## src/rtl/defer_branch.sv

```systemverilog
module defer_branch #(
  parameter int PC_W   = 16,
  parameter int DATA_W = 16
) (
  input  logic              clk,
  input  logic              rst_n,
  input  logic [PC_W-1:0]   pc,
  input  logic [DATA_W-1:0] alu_res,
  input  logic              alu_carry,
  input  logic              alu_ovf,
  input  logic              cmp_en,
  input  logic [2:0]        cond_sel,
  input  logic              br_cond,
  input  logic              br_uncond,
  input  logic [PC_W-1:0]   br_target,
  output logic [PC_W-1:0]   next_pc,
  output logic              taken,
  output logic              cond_flag
);

  logic res_zero, res_neg, picked;

  assign res_zero = (alu_res == '0);
  assign res_neg  = alu_res[DATA_W-1];

  always_comb begin
    case (cond_sel)
      3'd0:    picked = res_zero;
      3'd1:    picked = !res_zero;
      3'd2:    picked = res_neg;
      3'd3:    picked = alu_carry;
      3'd4:    picked = alu_ovf;
      3'd5:    picked = 1'b1;
      default: picked = 1'b0;
    endcase
  end

  always_ff @(posedge clk) begin
    if (!rst_n)      cond_flag <= 1'b0;
    else if (cmp_en) cond_flag <= picked;
  end

  assign taken   = br_uncond | (br_cond & cond_flag);
  assign next_pc = taken ? br_target : pc + 1'b1;

  p_hold_r3: assert property (@(posedge clk) disable iff (!rst_n)
    !cmp_en |=> $stable(cond_flag));

  p_always_r2: assert property (@(posedge clk) disable iff (!rst_n)
    (cmp_en && cond_sel == 3'd5) |=> cond_flag);

  p_never_r2: assert property (@(posedge clk) disable iff (!rst_n)
    (cmp_en && cond_sel[2:1] == 2'b11) |=> !cond_flag);

  p_uncond_r6: assert property (@(posedge clk) disable iff (!rst_n)
    br_uncond |-> (taken && next_pc == br_target));

  p_idle_r7: assert property (@(posedge clk) disable iff (!rst_n)
    (!br_uncond && !br_cond) |-> (!taken && next_pc == pc + 1'b1));

  p_old_bit_r8: assert property (@(posedge clk) disable iff (!rst_n)
    (br_cond && !br_uncond && !$past(cmp_en)) |-> (taken == $past(cond_flag)));

endmodule

```

## config.mk

```make
export PLATFORM = sky130hd
export DESIGN_NAME = defer_branch
export DESIGN_NICKNAME = d
export VERILOG_FILES = /design/src/rtl/defer_branch.sv
export SDC_FILE = /design/constraint.sdc
export NUM_CORES = 1
export LEC_CHECK = 0
export ABC_AREA = 0
export CAP_MARGIN = 20
export CORE_ASPECT_RATIO = 1.1
export CORE_UTILIZATION = 30
export DETAILED_ROUTE_END_ITERATION = 8
export DONT_BUFFER_PORTS = 1
export SETUP_SLACK_MARGIN = 0.15
export SLEW_MARGIN = 20
export SYNTH_ARGS = -nofsm -noshare
export SYNTH_HDL_FRONTEND = slang
export SYNTH_SLANG_ARGS = --single-unit
```

## constraint.sdc

```tcl
create_clock -name clk -period 2.1 [get_ports clk]
set_clock_uncertainty 0.1 [all_clocks]
set_input_delay 0.63 -clock clk [delete_from_list [all_inputs] [get_ports clk]]
set_output_delay 0.63 -clock clk [all_outputs]
set_load 0.01 [all_outputs]
```

==> impl_summary.md <==
Timing
The upper clock frequency limit is around 450 MHz. Measured against its own limit, the worst slew margin works out to 0.789. The least setup slack across all paths after layout is -0.126 ns. The transition time at the pin with the least slew margin is 0.313 ns.

The sum of negative setup slack is -0.536 ns. Setup violations remaining at the end of the flow were counted as 7. On the final layout, the worst hold slack is 0.670 ns. The number of max-slew violations in the final report is 0. Setup repair after global routing could not meet its margin everywhere. The number of hold violations in the final report was 0. The post-route minimum period is 2.23 ns. The fraction of the cycle the final worst path needs is 1.06.

Routing
The average detailed-routed wire length per instance is roughly 14 um. The first-iteration detailed-routing DRC count is 3. The number of iterations in the first detailed-routing pass is 3. The total via count in the routed design is 834.

After detailed routing, the wire length on met1 is between 600 and 700 um. Summed over all nets, wire length on met3 after detailed routing comes to around 210 um. The number of nets with antenna violations after detailed routing is 0. The wire length after detailed routing is 2.03 mm. The via count normalized by instance count is approximately 5.8. Summed over all nets, wire length on met2 after detailed routing comes to between 1 and 1.5 mm. Signal routing reaches up to met3. After detailed routing, the number of remaining DRC violations is 0.

Floorplanning
The standard-cell row count is 17. The floorplan step set the die width to around 46 um. The number of I/O pins is 76. For this configuration, the core starts out at a cell density of 0.315. The core area is between 0.0015 and 0.002 mm^2. The die is roughly 50 um tall.

The die covers 0.00229 mm^2.

Logic synthesis
The cell area that synthesis handed to floorplanning was about 630 um^2. The number of storage elements in the synthesis netlist is 1. The synthesized design contains 0 enable-type register cells. Of all flip-flops after synthesis, the portion carrying an async set or reset was 0. Ranked by total cell area, the synthesized netlist is headed by sky130_fd_sc_hd__nand2_1 14%, sky130_fd_sc_hd__xnor2_1 13%, sky130_fd_sc_hd__nor4_2 7.9%.

The average footprint of a synthesized cell is 6.06 um^2. For this run, the number of Yosys warnings is 0. Yosys mapped the design onto 28 distinct sky130hd cell types. The most used flip-flop cell after synthesis is sky130_fd_sc_hd__dfxtp_1. The gate count after technology mapping is between 100 and 150.

For this run, the register share of the synthesized area comes to 0.0317. Of the post-synthesis cell area, the dominant cell type holds 0.143. The post-synth net total is between 150 and 200. The biggest area contributor in the post-synthesis netlist is sky130_fd_sc_hd__nand2_1.

Final layout
For this run, the post-layout net count is 177. The combined flip-flop and latch cell area is approximately 20 um^2. cond_flag holds more flip-flops than any other register. In the final layout, the share of cells above drive strength 1 is 0.466.

The library cells used most frequently in the layout, excluding fill and tap cells, are 21 x sky130_fd_sc_hd__nand2_1, 9 x sky130_fd_sc_hd__o21ai_2, 8 x sky130_fd_sc_hd__buf_4. The flip-flop count of the largest register, all copies and words added is 1. In the final layout, the multi-input gates occupy between 800 and 900 um^2.

Compared with the post-synthesis result, the final layout area differs by 74.4%. In the final layout, the registers with the most flip-flops are cond_flag x1. After filler insertion, the fill cell instance count of the layout stands at between 150 and 200. The most common cell after layout, fill and taps aside is sky130_fd_sc_hd__nand2_1. The repair_antennas step left the layout with diodes totalling 0.

Placed design
The final weighted congestion of routability-driven global placement is between 0.7 and 0.8. Port buffering added 0 buffers. Detailed placement finished with a half-perimeter wire length of 1.53 mm.

The worst setup slack after placement is -0.153 ns.

Clock network
The worst-skew pair later-pin latency is 0 ns. After clock tree synthesis, the flow added hold-fix buffers numbering 0. Clock-pin slew was measured on the worst setup and hold paths at 0 ns.

Critical path
In this run the worst path has a maximum fanout of 5. The required time at the endpoint of the critical path is 1.37 ns. The data arrival time of the critical path is approximately 1.5 ns. The worst setup path is of the input port to output port kind.

The startpoint kind of the worst setup timing path is an input port. STA classifies the critical path endpoint as an output port.

Global route
The initial antenna violation count is 0. The global-route wire length before repair is between 2 and 3 mm. The residual overflow from global routing is 0. The total global-route track usage is 0.149. Entering global routing, the biggest net connects 19 pins. The via count of the first global-routing pass was roughly 730.

Power and ir drop
The cell leakage power is between 0.3 and 0.4 nW. The total power draw is ~200 uW. Across the VDD grid, the largest voltage drop is 187 uV. For this design the ratio of total power to cell area is about 180 mW/mm^2.

Worst hold path
The class of the worst hold path is flop to flop.

Status
The run finished, with violations left. The checks that failed: negative setup slack.

Job
The max capacitance violation total is 0.
[synthesized netlist by cell type (3+ instances only)]
cell type	instances
sky130_fd_sc_hd__nor2_1	9
sky130_fd_sc_hd__nand2b_1	4
sky130_fd_sc_hd__clkbuf_1	3
sky130_fd_sc_hd__o21ai_1	6
sky130_fd_sc_hd__nand2_1	24
sky130_fd_sc_hd__nand4_1	4
sky130_fd_sc_hd__inv_1	5
sky130_fd_sc_hd__xnor2_1	9
sky130_fd_sc_hd__o21ai_0	6
sky130_fd_sc_hd__nor4_2	4
sky130_fd_sc_hd__nor3_1	3
sky130_fd_sc_hd__nor4_1	7
[worst paths after layout]
path             start          end  slack (ns)  cells after the start
max              pc[5]  next_pc[13]       -0.13                      4
min          cond_flag    cond_flag        0.67                      4
max reg2reg  cond_flag    cond_flag        0.85                      4
min reg2reg  cond_flag    cond_flag        0.67                      4
[power breakdown]
part | switching, mW | internal [mW] | total [mW]
registers | 0.00251 | 0.0207 | 0.0232
logic | 0.0961 | 0.0834 | 0.179
clock network | 0 | 0 | 0
total | 0.0986 | 0.104 | 0.203
[per-stage QoR]
stage | instances | utilization | instance area (um^2)
2_1_floorplan | 104 | - | 742
3_3_place_gp | 141 | 0.429 | 857
3_5_place_dp | 141 | 0.429 | 857
4_1_cts | 142 | 0.488 | 976
5_1_grt | 144 | 0.550 | 1100
6_report | 144 | 0.550 | 1100
[kinds of logic after synthesis]
family | Yosys count | share of synthesized area
adders and majority gates | 1 | 0.0198
AOI/OAI and AO/OA | 18 | 0.169
buffers and inverters | 8 | 0.0476
muxes | 1 | 0.0159
and+or+nand+nor | 64 | 0.563
DFF | 1 | 0.0317
xor gates and xnor gates | 11 | 0.153
[critical path, cell delays in order]
cell	delay (ns)
sky130_fd_sc_hd__nand4_1	0.16
sky130_fd_sc_hd__nor4_2	0.30
sky130_fd_sc_hd__nor3_1	0.08
sky130_fd_sc_hd__a221o_1	0.32
[layer usage]
metal | track usage | vias up
li1 | - | 402
met1 | 0.150 | 378
met2 | 0.312 | 54
met3 | 0.0256 | 0
met4 | 0 | 0
met5 | 0 | -
[timing repair]
item / in CTS / in global routing
buffers inserted: 1 / 1
resized for setup: 23 / 15
pin swaps: 11 / 7
setup endpoints to repair: 12 / 15
cloned: 0 / 1
[final cells by class]
class,count,area share
inverters,5,0.0216
multi-input cells,95,0.770
flip-flops and latches,1,0.0182
well taps,28,0.0319
repair buffers,15,0.158
Note: power is estimated with default switching activity, not from simulation.
